### src/rtl/rsf_pkg.sv
package rsf_pkg;

  typedef enum logic [1:0] {
    PH_LOAD  = 2'd0,
    PH_RUN   = 2'd1,
    PH_FAULT = 2'd2
  } phase_t;

  typedef enum logic [1:0] {
    MODE_DECODE = 2'd0,
    MODE_ENCODE = 2'd1,
    MODE_PASS   = 2'd2,
    MODE_BAD    = 2'd3
  } mode_t;

  // slot order of the preamble; the sequence is behaviour
  localparam int unsigned SLOT_MULT   = 0;
  localparam int unsigned SLOT_THRESH = 1;
  localparam int unsigned SLOT_CHK    = 2;
  localparam int unsigned SLOT_MSG    = 3;
  localparam int unsigned SLOT_LEN    = 4;
  localparam int unsigned SLOT_CTRL   = 5;
  localparam int unsigned SLOT_COUNT  = 6;

endpackage

### src/rtl/rsf_cfg_capture.sv
module rsf_cfg_capture #(
  parameter int unsigned DATA_W = 8,
  parameter int unsigned SLOTS  = 6
) (
  input  logic                           clk,
  input  logic                           rst_n,
  input  logic                           take,
  input  logic [DATA_W-1:0]              byte_in,
  output logic [SLOTS-1:0][DATA_W-1:0]   slot_q,
  output logic [SLOTS-1:0][DATA_W-1:0]   slot_m,
  output logic                           last_take
);
  localparam int unsigned IDX_W = (SLOTS > 1) ? $clog2(SLOTS) : 1;
  localparam logic [IDX_W-1:0] IDX_LAST = IDX_W'(SLOTS - 1);

  logic [IDX_W-1:0] idx_q;
  logic [IDX_W-1:0] idx_d;

  assign last_take = take && (idx_q == IDX_LAST);

  always_comb begin
    idx_d = idx_q;
    if (take) begin
      if (idx_q == IDX_LAST) idx_d = '0;
      else                   idx_d = idx_q + 1'b1;
    end
  end

  always_ff @(posedge clk or negedge rst_n) begin
    if (!rst_n) idx_q <= '0;
    else        idx_q <= idx_d;
  end

  // one storage register per preamble slot, each with its own enable
  for (genvar g = 0; g < SLOTS; g++) begin : g_slot
    logic [DATA_W-1:0] r_q;
    logic              en;
    assign en = take && (idx_q == IDX_W'(g));
    always_ff @(posedge clk or negedge rst_n) begin
      if (!rst_n)  r_q <= '0;
      else if (en) r_q <= byte_in;
    end
    assign slot_q[g] = r_q;
    // view of the set including the byte taken this cycle
    assign slot_m[g] = en ? byte_in : r_q;
  end

endmodule

### src/rtl/rsf_param_check.sv
module rsf_param_check #(
  parameter int unsigned DATA_W = 8,
  parameter int unsigned R_MIN  = 2,
  parameter int unsigned R_MAX  = 20,
  parameter int unsigned N_MIN  = 3
) (
  input  logic [DATA_W-1:0] r_cnt,
  input  logic [DATA_W-1:0] k_cnt,
  input  logic [DATA_W-1:0] n_len,
  input  logic [DATA_W-1:0] ctrl,
  output logic              legal
);
  import rsf_pkg::*;

  logic [DATA_W:0] kr_sum;
  logic            r_even;
  logic            r_in_range;
  logic            n_long;
  logic            sum_ok;
  logic            mode_ok;

  always_comb begin
    kr_sum     = {1'b0, k_cnt} + {1'b0, r_cnt};
    r_even     = ~r_cnt[0];
    r_in_range = (r_cnt >= DATA_W'(R_MIN)) && (r_cnt <= DATA_W'(R_MAX));
    n_long     = (n_len >= DATA_W'(N_MIN));
    sum_ok     = (kr_sum == {1'b0, n_len});
    mode_ok    = (mode_t'(ctrl[1:0]) != MODE_BAD);
    legal      = r_even && r_in_range && n_long && sum_ok && mode_ok;
  end

endmodule

### src/rtl/rsf_phase_ctl.sv
module rsf_phase_ctl (
  input  logic            clk,
  input  logic            rst_n,
  input  logic            last_take,
  input  logic            legal,
  output rsf_pkg::phase_t phase
);
  import rsf_pkg::*;

  phase_t ph_q;
  phase_t ph_d;

  always_comb begin
    ph_d = ph_q;
    unique case (ph_q)
      PH_LOAD:  if (last_take) ph_d = legal ? PH_RUN : PH_FAULT;
      PH_RUN:   ph_d = PH_RUN;
      PH_FAULT: ph_d = PH_FAULT;
      default:  ph_d = PH_LOAD;
    endcase
  end

  always_ff @(posedge clk or negedge rst_n) begin
    if (!rst_n) ph_q <= PH_LOAD;
    else        ph_q <= ph_d;
  end

  assign phase = ph_q;

endmodule

### src/rtl/rsf_block_counter.sv
module rsf_block_counter #(
  parameter int unsigned POS_W = 8
) (
  input  logic             clk,
  input  logic             rst_n,
  input  logic             step,
  input  logic [POS_W-1:0] n_len,
  input  logic [POS_W-1:0] k_cnt,
  output logic [POS_W-1:0] pos,
  output logic             at_first,
  output logic             at_last,
  output logic             in_check
);
  logic [POS_W-1:0] pos_q;
  logic [POS_W-1:0] pos_d;

  always_comb begin
    at_first = (pos_q == '0);
    at_last  = (pos_q == (n_len - 1'b1));
    in_check = (pos_q >= k_cnt);
    pos_d    = pos_q;
    if (step) begin
      if (at_last) pos_d = '0;
      else         pos_d = pos_q + 1'b1;
    end
  end

  always_ff @(posedge clk or negedge rst_n) begin
    if (!rst_n) pos_q <= '0;
    else        pos_q <= pos_d;
  end

  assign pos = pos_q;

endmodule

### src/rtl/rsf_out_stage.sv
module rsf_out_stage #(
  parameter int unsigned DATA_W = 8
) (
  input  logic              clk,
  input  logic              rst_n,
  input  logic              fire,
  input  logic [DATA_W-1:0] byte_in,
  input  logic [DATA_W-1:0] pos_in,
  input  logic              check_in,
  input  logic              first_in,
  input  logic              last_in,
  output logic              o_valid,
  output logic [DATA_W-1:0] o_byte,
  output logic [DATA_W-1:0] o_pos,
  output logic              o_check,
  output logic              o_sob,
  output logic              o_eob
);
  always_ff @(posedge clk or negedge rst_n) begin
    if (!rst_n) o_valid <= 1'b0;
    else        o_valid <= fire;
  end

  always_ff @(posedge clk or negedge rst_n) begin
    if (!rst_n) begin
      o_byte  <= '0;
      o_pos   <= '0;
      o_check <= 1'b0;
      o_sob   <= 1'b0;
      o_eob   <= 1'b0;
    end else if (fire) begin
      o_byte  <= byte_in;
      o_pos   <= pos_in;
      o_check <= check_in;
      o_sob   <= first_in;
      o_eob   <= last_in;
    end
  end

endmodule

### src/rtl/rs_ingest_framer.sv
module rs_ingest_framer #(
  parameter int unsigned DATA_W = 8,
  parameter int unsigned R_MIN  = 2,
  parameter int unsigned R_MAX  = 20,
  parameter int unsigned N_MIN  = 3
) (
  input  logic              clk,
  input  logic              rst_n,
  input  logic              in_valid,
  input  logic [DATA_W-1:0] in_byte,
  output logic              out_valid,
  output logic [DATA_W-1:0] out_byte,
  output logic [DATA_W-1:0] out_pos,
  output logic              out_check,
  output logic              out_sob,
  output logic              out_eob,
  output logic [1:0]        out_mode,
  output logic [DATA_W-3:0] out_fmt,
  output logic              cfg_ready,
  output logic              cfg_error,
  output logic [DATA_W-1:0] par_mult,
  output logic [DATA_W-1:0] par_thresh,
  output logic [DATA_W-1:0] par_r,
  output logic [DATA_W-1:0] par_k,
  output logic [DATA_W-1:0] par_n,
  output logic [DATA_W-1:0] par_ctrl
);
  import rsf_pkg::*;

  localparam int unsigned SLOTS = SLOT_COUNT;

  phase_t                        phase;
  logic                          take_cfg;
  logic                          fire;
  logic                          last_take;
  logic                          legal;
  logic [SLOTS-1:0][DATA_W-1:0]  slot_q;
  logic [SLOTS-1:0][DATA_W-1:0]  slot_m;
  logic [DATA_W-1:0]             pos;
  logic                          at_first;
  logic                          at_last;
  logic                          in_check;

  assign take_cfg = in_valid && (phase == PH_LOAD);
  assign fire     = in_valid && (phase == PH_RUN);

  rsf_cfg_capture #(.DATA_W(DATA_W), .SLOTS(SLOTS)) u_cap (
    .clk       (clk),
    .rst_n     (rst_n),
    .take      (take_cfg),
    .byte_in   (in_byte),
    .slot_q    (slot_q),
    .slot_m    (slot_m),
    .last_take (last_take)
  );

  rsf_param_check #(
    .DATA_W(DATA_W), .R_MIN(R_MIN), .R_MAX(R_MAX), .N_MIN(N_MIN)
  ) u_chk_par (
    .r_cnt (slot_m[SLOT_CHK]),
    .k_cnt (slot_m[SLOT_MSG]),
    .n_len (slot_m[SLOT_LEN]),
    .ctrl  (slot_m[SLOT_CTRL]),
    .legal (legal)
  );

  rsf_phase_ctl u_phase (
    .clk       (clk),
    .rst_n     (rst_n),
    .last_take (last_take),
    .legal     (legal),
    .phase     (phase)
  );

  rsf_block_counter #(.POS_W(DATA_W)) u_cnt (
    .clk      (clk),
    .rst_n    (rst_n),
    .step     (fire),
    .n_len    (slot_q[SLOT_LEN]),
    .k_cnt    (slot_q[SLOT_MSG]),
    .pos      (pos),
    .at_first (at_first),
    .at_last  (at_last),
    .in_check (in_check)
  );

  rsf_out_stage #(.DATA_W(DATA_W)) u_out (
    .clk      (clk),
    .rst_n    (rst_n),
    .fire     (fire),
    .byte_in  (in_byte),
    .pos_in   (pos),
    .check_in (in_check),
    .first_in (at_first),
    .last_in  (at_last),
    .o_valid  (out_valid),
    .o_byte   (out_byte),
    .o_pos    (out_pos),
    .o_check  (out_check),
    .o_sob    (out_sob),
    .o_eob    (out_eob)
  );

  assign cfg_ready  = (phase == PH_RUN);
  assign cfg_error  = (phase == PH_FAULT);
  assign par_mult   = slot_q[SLOT_MULT];
  assign par_thresh = slot_q[SLOT_THRESH];
  assign par_r      = slot_q[SLOT_CHK];
  assign par_k      = slot_q[SLOT_MSG];
  assign par_n      = slot_q[SLOT_LEN];
  assign par_ctrl   = slot_q[SLOT_CTRL];
  assign out_mode   = slot_q[SLOT_CTRL][1:0];
  assign out_fmt    = slot_q[SLOT_CTRL][DATA_W-1:2];

endmodule

### config.mk
export PLATFORM = sky130hd
export DESIGN_NAME = rs_ingest_framer
export DESIGN_NICKNAME = d
export VERILOG_FILES = /design/src/rtl/rsf_pkg.sv /design/src/rtl/rsf_cfg_capture.sv /design/src/rtl/rsf_param_check.sv /design/src/rtl/rsf_phase_ctl.sv /design/src/rtl/rsf_block_counter.sv /design/src/rtl/rsf_out_stage.sv /design/src/rtl/rs_ingest_framer.sv
export SDC_FILE = /design/constraint.sdc
export NUM_CORES = 1
export LEC_CHECK = 0
export ABC_AREA = 1
export BUFFER_PORTS_ARGS = -buffer_cell sky130_fd_sc_hd__buf_4
export CORE_MARGIN = 2
export CORE_UTILIZATION = 60
export DETAILED_ROUTE_END_ITERATION = 10
export HOLD_SLACK_MARGIN = 0.06
export PLACE_DENSITY = 0.86
export SLEW_MARGIN = 20
export SYNTH_ARGS = -nofsm -noshare
export SYNTH_HDL_FRONTEND = slang
export SYNTH_HIERARCHICAL = 1
export SYNTH_SLANG_ARGS = --single-unit
### constraint.sdc
create_clock -name clk -period 5.79 [get_ports clk]
set_clock_uncertainty 0.2 [all_clocks]
set_input_delay 1.158 -clock clk [delete_from_list [all_inputs] [get_ports clk]]
set_output_delay 1.158 -clock clk [all_outputs]
set_load 0.02 [all_outputs]
== Word level (Yosys, flattened, before mapping) ==
Index checks and enable logic that the tools add are counted.

* Input bits: 11
* Logic and storage cells: 61
* Bits in writable memories: 0
* Memories: 0
* Latch bits: 0
* Output and inout bits: 78
* Bits in registers: 81
* Memory bits (read-only): 0

* Order comparisons: 4
* Add/sub/neg operators: 4
* Bitwise gates (word level): 1
* Mux-type cells: 9
* Shift operators: 0
* Multipliers: 0
* Eq/ne operators: 11
* Reduce and logical (&&, ||, !) cells: 16
* Divide/modulo/power cells: 0

{| class="wikitable"
|+ Operators by type and width
! cell !! count
|-
| 8-bit 2-to-1 mux || 4
|-
| 8-bit by 2-bit greater-or-equal comparator with 1-bit output (second input constant) || 2
|-
| 1-bit logical AND || 13
|-
| 8-bit by 8-bit adder with 9-bit output || 1
|-
| 9-bit by 8-bit equality test with 1-bit output || 1
|-
| 8-bit by 1-bit adder with 8-bit output (second input constant) || 1
|-
| 8-bit equality test || 1
|-
| 8-bit greater-or-equal comparator || 1
|-
| 8-bit by 5-bit less-or-equal comparator with 1-bit output (second input constant) || 1
|-
| 8-bit logical NOT || 1
|-
| 8-bit by 1-bit subtractor with 8-bit output (second input constant) || 1
|-
| 3-bit by 2-bit equality test with 1-bit output (second input constant) || 2
|-
| 3-bit equality test (second input constant) || 2
|-
| 2-bit 2-to-1 mux || 3
|-
| 2-bit one-hot mux with 3 select lines || 1
|-
| 2-bit inequality test (second input constant) || 2
|-
| 3-bit by 1-bit adder with 3-bit output (second input constant) || 1
|-
| 3-bit by 1-bit equality test with 1-bit output (second input constant) || 1
|-
| 3-bit logical NOT || 1
|-
| 3-bit 2-to-1 mux || 1
|-
| 2-bit by 1-bit equality test with 1-bit output (second input constant) || 1
|-
| 2-bit equality test (second input constant) || 1
|-
| 2-bit logical NOT || 1
|-
| 1-bit inverter || 1
|}

== Depth between registers and ports, before layout ==
Gate-level depths: netlist of the first run.

* Word-level depth: 13
* Gate-level depth with buffers: 22
* Gate-level depth less buffers: 22

== Hierarchy ==
The synthesis of the first run kept the hierarchy.

{| class="wikitable"
|+ By module, submodules not included
! module !! times used !! area each (um^2) !! seq. area each (um^2) !! cells an instance
|-
| rsf_cfg_capture || 1 || 2,134.5 || 1,276.2 || 231
|-
| rsf_block_counter || 1 || 985.9 || 200.2 || 160
|-
| rsf_out_stage || 1 || 763.2 || 500.5 || 81
|-
| rsf_param_check || 1 || 581.8 || 0.0 || 110
|-
| rs_ingest_framer || 1 || 92.6 || 0.0 || 16
|-
| rsf_phase_ctl || 1 || 78.8 || 50.0 || 8
|}

== Worst setup path after synthesis of the first run ==
OpenSTA, ideal clock, no wires.

* Kind: input port to flip-flop
* From: in in_valid
* To: reg u_phase.ph_q[1] (netlist: u_phase/phase[1])
* Arrival: 3,314 ps
* Data required time: 5,468 ps
* Path slack: 2,154 ps
* Library setup time: 122 ps
* Stages on the path: 21
* Buffers on the path: 1
* Path through: nand2_1 nor2_1 inv_2 nor2_8 buf_2 nand3_1 nand2_1 ha_1 fa_1 inv_1 nand2_1 nand2_1 nand3_1 nor2_1 nand3_1 nor2_1 nand3_1 nor2_2 inv_1 nand2_1 a21oi_2

{| class="wikitable"
|+ RTL lines
! what !! line !! source
|-
| from (decl) || rs_ingest_framer.sv:9 || <nowiki>input logic in_valid,</nowiki>
|-
| to (signal assigned) || rsf_phase_ctl.sv:25 || <nowiki>else ph_q <= ph_d;</nowiki>
|-
| to (decl) || rsf_phase_ctl.sv:10 || <nowiki>phase_t ph_q;</nowiki>
|}

==> impl_metrics.py, run 1 <==
metrics = {
    "status": {
        "run_status": "finished clean",
    },
    "layout": {
        "fin_nets": 719,
        "area_growth_pct": 18.40,
        "final_area_um2": 5490,
        "drive_gt1_share_pct": 20.38,
        "fillers": 602,
        "diodes": 0,
    },
    "power": {
        "cellLeakagePower_nw": 3.221,
        "powerDensity_nw_per_um2": 193.9,
        "ir_drop_v": 0.0001729,
    },
    "synthesis": {
        "synthArstFlopShare_pct": 100.0,
        "synth.distinct_cells": 36,
        "netlist_area_um2": 4637,
        "synthCells": 606,
        "synthFlopType": "dfrtp_1",
        "synth_nets": 638,
        "synth-edff-count": 0,
        "synth-seq-cells": 81,
        "ys.warnings.count": 6,
        "ys_seq_area_share_pct": 43.71,
        "syn_area_per_cell_um2": 7.652,
    },
    "sta": {
        "fin_setup_tns_ns": 0,
        "fmax_mhz": 252.8,
        "finalMaxSlewViolations": 0,
        "grt_setup_unrepaired": "no",
        "finalHoldViolCount": 0,
        "finalCritPeriodShare_pct": 68.32,
        "tightestPinTransition_ns": 0.9748,
        "fin_crit_ns": 3.955,
        "relSlewSlack_pct": 35.01,
        "setup_viol": 0,
    },
    "grt": {
        "grt_usage_pct": 29.00,
        "antenna_found_initial": 0,
        "grt_first_pass_wirelength_um": 19260,
        "grt_pass1_vias": 4072,
        "grt_max_degree": 82,
        "overflow": 0,
    },
    "cts": {
        "cts.clk_slew.worst_paths_ns": 0.09,
        "numCtsBuffers": 9,
        "cts_sinks": 81,
        "holdBufCountCts": 0,
        "clk_latency_ns": 0.36,
        "cts_tree": "done",
        "cts_resized": 0,
        "post-cts-setup-buffer-count": 0,
        "clockRootBuffer": "clkbuf_8",
        "clockBufferDepth": 2,
        "htree_num_levels": 3,
    },
    "routing": {
        "drtAntennaViolNets": 0,
        "drt_pass1_iterations": 5,
        "drtIter0Drc": 327,
        "drc": 0,
        "avgViaCountPerCell": 5.354,
        "vias": 4251,
        "wl_per_cell_um": 14.49,
        "drt-total-wl_um": 11510,
    },
    "run": {
        "maxCapViolCount": 0,
    },
    "floorplan": {
        "initial_core_util_pct": 60.95,
        "dieHeight_um": 91.91,
        "die-area_um2": 8447,
        "core_um2": 7607,
        "rows": 32,
        "io_pins": 89,
        "fp.dieW_um": 91.91,
    },
    "worst_hold_path": {
        "min_delay_path_depth": 2,
        "worstHoldPathType": "reg2reg",
    },
    "critical_path": {
        "cp.required_ns": 5.84,
        "endpoint_kind": "flop",
        "critPathMaxFanout": 27,
        "startpoint_type": "input pin",
        "worstSetupPathType": "in2reg",
        "ff2ff_setup_slack_ns": 2.24,
        "worstPathArrival_ns": 4.00,
        "r2r_cells": 23,
    },
    "placement": {
        "dp.final_hpwl_um": 8279,
        "gp_congestion": 0.9478,
        "placed_area_um2": 5273,
        "numPortBuffers": 88,
    },
}
==> where the power goes <==
part           internal (mW)  leakage, nW  switching (mW)
clock network          0.245        0.107           0.211
registers              0.568         1.11         0.00267
logic                 0.0100         2.01          0.0270
total                  0.824         3.22           0.241
==> synthesized netlist by cell type (2+ instances only) <==
cell | n | share of area, %
a21oi_1 | 9 | 0.97
buf_2 | 4 | 0.43
buf_4 | 9 | 1.5
buf_6 | 5 | 1.2
clkinv_1 | 3 | 0.24
dfrtp_1 | 81 | 44
ha_1 | 20 | 5.4
inv_1 | 57 | 4.6
inv_2 | 9 | 0.73
nand2_1 | 254 | 21
nand2_2 | 7 | 0.94
nand3_1 | 69 | 7.4
nand3_2 | 4 | 0.86
nand4_1 | 2 | 0.27
nor2_1 | 27 | 2.2
nor2_2 | 6 | 0.81
nor2_8 | 3 | 1.3
o21ai_0 | 3 | 0.32
o21ai_1 | 3 | 0.32
xnor2_1 | 7 | 1.3
xor2_1 | 9 | 1.7
==> kinds of logic after synthesis <==
logic type / after synthesis / share of synthesized area [%]
AOI/OAI and AO/OA: 18 / 2.159
xor gates and xnor gates: 16 / 3.022
adders and majority gates: 21 / 5.828
buffers and inverters: 91 / 9.444
DFF: 81 / 43.71
and+or+nand+nor: 379 / 35.83
==> flip-flops by register name (all words and copies together) (netlist names) <==
register and flops:
u_out/o_valid 1, u_phase/phase 2, u_out/o_check 1, u_cap/g_slot.r_q 48
u_out/o_byte 8, u_out/o_sob 1, u_out/o_pos 8, u_cap/idx_q 3
u_cnt/pos 8, u_out/o_eob 1
==> cell type report <==
class / count / area [um^2] / area share [%]
clock buffers: 10 / 127.6 / 2.325
flip-flops and latches: 81 / 2027 / 36.92
well taps: 102 / 127.6 / 2.325
repair buffers: 90 / 675.6 / 12.31
multi-input cells: 434 / 2172 / 39.56
clock inverters: 6 / 90.09 / 1.641
inverters: 71 / 270.3 / 4.923
==> stage by stage <==
| step | setup slack, ns | hold slack, ns | util (%) | cells | total power, mW |
|---|---|---|---|---|---|
| after floorplan | 2.154 | 0.2441 | - | 606 | 0.5894 |
| after global placement | 1.709 | 0.2556 | 69.31 | 778 | 0.6188 |
| after detailed placement | 1.532 | 0.2604 | 69.31 | 778 | 0.6194 |
| after CTS | 1.900 | 0.2802 | 72.17 | 794 | 1.071 |
| after global routing | 1.549 | 0.3023 | 72.17 | 794 | 1.099 |
| final | 1.835 | 0.2755 | 72.17 | 794 | 1.065 |
==> final timing paths <==
path                                        from                     end
worst max register to register  u_phase/phase[1]        u_phase/phase[1]
worst min register to register    u_out/o_pos[5]          u_out/o_pos[5]
worst max-delay path                    in_valid        u_phase/phase[1]
min in group asynchronous                  rst_n  u_cap/g_slot[5].r_q[0]
max in group asynchronous                  rst_n         u_out/o_byte[5]
worst min-delay path              u_out/o_pos[5]          u_out/o_pos[5]
==> cell usage in the layout (no fill, tap or decap), drive strengths merged <==
cell and n:
dfrtp 81, xnor2 7, nor4 1, clkinvlp 1, nand2 262, nor2 37
nand3 73, o21ai 6, nand4 2, buf 90, xor2 9, o2111ai 1
a21oi 10, clkinv 5, ha 20, nor3 3, fa 1, bufinv 2
inv 69, o21a 1, clkbuf 10, nand3b 1
==> worst max-delay path, cell delays in order <==
cell and delay [ns]:
buf_4 0.08, nand2_1 0.04, nor2_1 0.11, buf_4 0.20
inv_2 0.09, nor2_8 0.31, nand2_4 0.13, nand2_1 0.10
nand2_1 0.09, ha_1 0.24, fa_1 0.40, nand2_2 0.10
nand3_1 0.11, nand4_1 0.15, nand2_1 0.10, nand2_1 0.10
nand2_1 0.06, nand2_1 0.06, nand3_2 0.06, nor2_2 0.14
inv_1 0.05, nand2_1 0.07, a21oi_2 0.05
==> routing by layer <==
layer / share of wire, % / global-route usage [%] / vias up
met5: 0 / 0 / -
met4: 2.9 / 12.94 / 0
met3: 6.4 / 4.930 / 33
met2: 48 / 46.88 / 176
met1: 43 / 38.64 / 1991
li1: - / - / 2051
Note: power is estimated with default switching activity, not from simulation.
==> run 2: changes to the inputs <==
--- a/config.mk
+++ b/config.mk
@@ -5,13 +5,13 @@
 export SDC_FILE = /design/constraint.sdc
 export NUM_CORES = 1
 export LEC_CHECK = 0
-export ABC_AREA = 1
+export ABC_AREA = 0
 export BUFFER_PORTS_ARGS = -buffer_cell sky130_fd_sc_hd__buf_4
 export CORE_MARGIN = 2
-export CORE_UTILIZATION = 60
+export CORE_UTILIZATION = 55
 export DETAILED_ROUTE_END_ITERATION = 10
 export HOLD_SLACK_MARGIN = 0.06
-export PLACE_DENSITY = 0.86
+export PLACE_DENSITY = 0.8
 export SLEW_MARGIN = 20
 export SYNTH_ARGS = -nofsm -noshare
 export SYNTH_HDL_FRONTEND = slang
==> constraint.sdc (replaced) <==
create_clock -name clk -period 3.7 [get_ports clk]
set_clock_uncertainty 0.2 [all_clocks]
set_input_delay 0.74 -clock clk [delete_from_list [all_inputs] [get_ports clk]]
set_output_delay 0.74 -clock clk [all_outputs]
set_load 0.02 [all_outputs]
==> impl_metrics.py, run 2 <==
metrics = {
    "layout": {
        "finish.utilization_pct": 72.43,
        "diodes": 0,
        "area_growth_pct": 27.58,
        "fin_nets": 491,
        "largest_register": "u_cap/g_slot.r_q",
        "drive_gt1_share_pct": 52.16,
        "fillers": 545,
        "largest_register_ffs": 48,
        "mostFrequentLayoutCells": "buf_4, dfrtp_1, mux2_2",
        "final_common_cell": "buf_4",
    },
    "sta": {
        "relSlewSlack_pct": 51.46,
        "fin_crit_ns": 3.765,
        "fmax_mhz": 265.6,
        "fin_ws_ns": -0.06525,
        "setup_viol": 2,
        "finalCritPeriodShare_pct": 101.8,
        "finalMaxSlewViolations": 0,
        "grt_setup_unrepaired": "yes",
        "finalHoldViolCount": 0,
        "tightestPinTransition_ns": 0.7280,
    },
    "cts": {
        "cts.clk_slew.worst_paths_ns": 0.08,
        "cts_tree": "done",
        "htree_num_levels": 3,
        "clk_latency_ns": 0.35,
        "clockRootBuffer": "clkbuf_8",
        "cts_sinks": 81,
        "numCtsBuffers": 9,
        "holdBufCountCts": 0,
        "clockBufferDepth": 2,
    },
    "status": {
        "run_status": "finished, violations left",
        "violations": "negative setup slack",
    },
    "grt": {
        "antenna_found_initial": 0,
        "grt_max_degree": 82,
        "grt_usage_pct": 25.13,
        "grt_pass1_vias": 3244,
        "grt_first_pass_wirelength_um": 16740,
        "overflow": 0,
    },
    "synthesis": {
        "synth_nets": 376,
        "synth.distinct_cells": 62,
        "synthTopCellsByCount": "dfrtp_1, mux2_2, ha_1",
        "syn_area_per_cell_um2": 12.69,
        "synthCells": 344,
        "synth-seq-cells": 81,
        "ys.warnings.count": 6,
        "netlist.top_cell.by_area": "dfrtp_1",
        "synth_top_cells_by_area": "dfrtp_1, mux2_2, ha_1, mux2_4, xnor2_1",
        "netlist_area_um2": 4364,
        "synth_top_area_share_pct": 46.44,
        "synthFlopType": "dfrtp_1",
        "synthArstFlopShare_pct": 100.0,
        "ys_seq_area_share_pct": 46.44,
        "yosysMostFrequentCell": "dfrtp_1",
        "synth-edff-count": 0,
    },
    "run": {
        "maxCapViolCount": 0,
    },
    "critical_path": {
        "cp.required_ns": 3.74,
        "startpoint": "in_valid",
        "worstPathArrival_ns": 3.81,
        "startpoint_type": "input pin",
        "crit_chain": "buf_6, nor3b_4, and4bb_2, mux2_4, ha_4, fa_2, xnor2_1, nand4_1, a211o_1, or4_4, a2111oi_4, nand2b_4, a21oi_2",
        "worstSetupPathType": "in2reg",
        "critPathTopFamily": "simple AND/OR/NAND/NOR gates",
        "endpoint_kind": "flop",
        "max_stage_delay_ns": 0.53,
        "path_buf_inv": 1,
        "r2r_start": "u_phase/phase[0]",
        "slowest_stage": "fa_2",
        "critPathMaxFanout": 4,
    },
    "routing": {
        "drt-total-wl_um": 10320,
        "drtIter0Drc": 137,
        "drtAntennaViolNets": 0,
        "avgViaCountPerCell": 5.583,
        "wl_per_cell_um": 18.23,
        "drc": 0,
        "vias": 3160,
        "drt_pass1_iterations": 4,
    },
    "power": {
        "ir_drop_v": 0.0003027,
        "finalPower_mw": 1.634,
        "cellLeakagePower_nw": 2.867,
        "powerDensity_nw_per_um2": 293.5,
    },
    "placement": {
        "numPortBuffers": 88,
        "dp.final_hpwl_um": 7492,
        "gp_congestion": 0.8686,
        "dp_slack_ns": -0.5925,
    },
    "floorplan": {
        "fp.dieW_um": 93.08,
        "core_um2": 7687,
        "rows": 32,
        "die-area_um2": 8663,
        "io_pins": 89,
        "dieHeight_um": 93.08,
        "initial_core_util_pct": 56.77,
    },
    "worst_hold_path": {
        "worstHoldPathType": "in2async",
    },
}
[run 2: cell type report]
class / count / area, um^2 / share of cell area (%)
Clock inverter: 5 / 61.31 / 1.101
Multi-Input combinational cell: 230 / 2221 / 39.89
Timing Repair Buffer: 122 / 923.4 / 16.58
Sequential cell: 81 / 2027 / 36.40
Tap cell: 102 / 127.6 / 2.292
Clock buffer: 11 / 151.4 / 2.719
Inverter: 15 / 56.30 / 1.011
[run 2: logic make-up after synthesis]
family | share of synthesized area [%]
flops | 46.44
simple gates | 11.98
mux | 18.38
compound gates | 8.028
buf+inv | 4.558
xor+xnor | 4.415
fa+ha+maj | 6.193
[run 2: worst paths after layout]
check	to	slack, ns	depth (start not counted)
max	u_phase/phase[1]	-0.07	13
max in group asynchronous	u_cap/g_slot[1].r_q[6]	2.58	1
min in group clk	u_out/o_sob	0.31	1
min	u_cap/g_slot[4].r_q[1]	0.22	1
min reg2reg	u_out/o_sob	0.31	1
max reg2reg	u_phase/phase[1]	-0.04	12
[run 2: per-layer routing]
metal	part of all wire (%)	track usage (%)	up-vias
met5	0	0	-
met4	2.0	9.314	0
met3	4.9	4.271	17
met2	50	40.28	107
met1	43	34.52	1569
li1	-	-	1467
[run 2: per-stage QoR]
stage	hold slack, ns	instances	area (um^2)	setup TNS, ns
4_1_cts	0.3174	565	5539	-0.06429
3_5_place_dp	0.2973	548	5295	-1.109
3_3_place_gp	0.2908	548	5295	-0.7067
2_1_floorplan	0.2444	344	4409	-0.4892
5_1_grt	0.2665	566	5568	-0.3101
6_report	0.2163	566	5568	-0.07558
[run 2: repair_timing]
action	in CTS	in global routing
pin swaps	3	4
resized for setup	5	5
cloned	0	0
endpoints found under the setup margin	2	2
buffers inserted	1	1
[run 2: power breakdown]
group / internal [mW] / leakage (nW) / switching [mW] / total, mW
Combinational: 0.0206 / 1.67 / 0.0396 / 0.0601
Clock: 0.351 / 0.0982 / 0.330 / 0.681
Sequential: 0.890 / 1.10 / 0.00308 / 0.893
Total: 1.26 / 2.87 / 0.373 / 1.63
[run 2: worst register-to-register path: cells and delay by family, from the launching register on]
kind / cells / cell delay, ns
simple gates: 5 / 1.31
fa+ha+maj: 2 / 0.70
compound gates: 3 / 0.57
flops: 1 / 0.41
mux: 1 / 0.34
xor+xnor: 1 / 0.11
==> run 3: changes to the inputs <==
--- a/config.mk
+++ b/config.mk
@@ -7,7 +7,6 @@
 export LEC_CHECK = 0
 export ABC_AREA = 0
 export BUFFER_PORTS_ARGS = -buffer_cell sky130_fd_sc_hd__buf_4
-export CORE_MARGIN = 2
 export CORE_UTILIZATION = 55
 export DETAILED_ROUTE_END_ITERATION = 10
 export HOLD_SLACK_MARGIN = 0.06
==> impl_metrics.py, run 3 (synthesis gave the netlist of run 2 again) <==
metrics = {
    "floorplan": {
        "initial_core_util_pct": 56.77,
        "die-area_um2": 8295,
        "io_pins": 89,
        "fp.dieW_um": 91.08,
        "core_um2": 7687,
        "dieHeight_um": 91.08,
        "rows": 32,
    },
    "layout": {
        "fin_nets": 489,
        "final_area_um2": 5564,
        "drive_gt1_share_pct": 51.30,
        "largest_register_ffs": 48,
        "diodes": 0,
        "area_growth_pct": 27.49,
        "largest_register": "u_cap/g_slot.r_q",
        "mostFrequentLayoutCells": "buf_4, dfrtp_1, mux2_2",
        "final_common_cell": "buf_4",
    },
    "critical_path": {
        "ff2ff_setup_slack_ns": -0.03,
        "r2r_cells": 12,
        "cp.required_ns": 3.74,
        "endpoint_kind": "flop",
        "r2r_start": "u_phase/phase[1]",
        "worstSetupPathType": "in2reg",
        "startpoint_type": "input pin",
        "worstReg2RegEnd": "u_phase/phase[1]",
        "critPathMaxFanout": 5,
        "worstPathArrival_ns": 3.79,
    },
    "grt": {
        "grt_first_pass_wirelength_um": 16920,
        "grt_pass1_vias": 3241,
        "grt_usage_pct": 26.34,
        "grt_max_degree": 82,
        "overflow": 0,
        "antenna_found_initial": 0,
    },
    "cts": {
        "clockBufferDepth": 2,
        "cts.clk_slew.worst_paths_ns": 0.09,
        "cts_tree": "done",
        "htree_num_levels": 3,
        "clk_latency_ns": 0.35,
        "clockRootBuffer": "clkbuf_8",
        "holdBufCountCts": 0,
        "numCtsBuffers": 9,
        "cts_sinks": 81,
    },
    "sta": {
        "fin_crit_ns": 3.743,
        "finalCritPeriodShare_pct": 101.2,
        "fin_setup_tns_ns": -0.04279,
        "tightestPinTransition_ns": 0.7232,
        "finalHoldViolCount": 0,
        "relSlewSlack_pct": 51.79,
        "setup_viol": 1,
        "finalMaxSlewViolations": 0,
        "fin_ws_ns": -0.04279,
        "fmax_mhz": 267.2,
        "grt_setup_unrepaired": "yes",
    },
    "routing": {
        "avgViaCountPerCell": 5.693,
        "drt_pass1_iterations": 4,
        "drtAntennaViolNets": 0,
        "vias": 3211,
        "wl_per_cell_um": 18.22,
        "drtIter0Drc": 172,
        "drc": 0,
        "drt-total-wl_um": 10280,
    },
    "placement": {
        "gp_congestion": 0.8414,
        "placed_area_um2": 5273,
        "dp_slack_ns": -0.4751,
        "numPortBuffers": 88,
        "dp.final_hpwl_um": 7313,
    },
    "status": {
        "violations": "negative setup slack",
        "run_status": "finished, violations left",
    },
    "power": {
        "cellLeakagePower_nw": 2.875,
        "finalPower_mw": 1.704,
        "powerDensity_nw_per_um2": 306.2,
        "ir_drop_v": 0.0002600,
    },
    "run": {
        "maxCapViolCount": 0,
    },
    "worst_hold_path": {
        "worstHoldPathType": "in2async",
    },
}
-- run 3: area by class of cell --
cell class,instances,area [um^2]
Fill cell,537,2123
Clock buffer,11,151.4
Tap cell,102,127.6
Multi-Input combinational cell,230,2208
Timing Repair Buffer,120,908.4
Sequential cell,81,2027
Clock inverter,5,85.08
Inverter,15,56.30
-- run 3: what timing repair did --
item,4_1_cts,5_1_grt
buffers inserted,2,1
gates resized for setup,5,2
endpoints found under the setup margin,2,2
pin swaps,6,7
-- run 3: metrics by stage --
stage / instances / util [%] / hold WS, ns
2_1_floorplan: 344 / - / 0.2444
3_3_place_gp: 545 / 68.59 / 0.2912
3_5_place_dp: 545 / 68.59 / 0.2962
4_1_cts: 563 / 72.12 / 0.3164
5_1_grt: 564 / 72.38 / 0.2834
6_report: 564 / 72.38 / 0.2178
-- run 3: metal layers --
layer | wire (um) | global-route usage (%) | up-vias
li1 | - | - | 1470
met1 | 4497 | 35.62 | 1610
met2 | 5133 | 43.24 | 113
met3 | 464 | 4.690 | 18
met4 | 180 | 8.333 | 0
met5 | 0 | 0 | -
-- run 3: power by group --
group	total (mW)	internal (mW)	switching (mW)	leakage, nW
combinational	0.0604	0.0207	0.0397	1.66
sequential	0.893	0.890	0.00341	1.10
clock	0.750	0.421	0.329	0.116
-- run 3: worst max-delay path by stage --
stage,start,to,slack [ns],cells past startpoint
4_1_cts,in_valid,u_phase/phase[1],-0.1,13
3_3_place_gp,in_valid,u_phase/phase[1],-0.41,13
2_1_floorplan,in_valid,u_phase/phase[1],-0.29,14
5_1_grt,u_phase/phase[1],u_phase/phase[1],-0.18,11
3_5_place_dp,in_valid,u_phase/phase[1],-0.48,12
6_report,in_valid,u_phase/phase[1],-0.04,13
-- run 3: worst max-delay path: stages --
cell,delay (ns)
buf_6,0.07
nor3b_4,0.20
and4bb_4,0.33
mux2_4,0.33
ha_4,0.17
fa_2,0.56
xnor2_2,0.12
nand4_1,0.11
a211o_1,0.24
or4_4,0.43
a2111oi_4,0.25
nand2b_4,0.19
a21oi_2,0.04
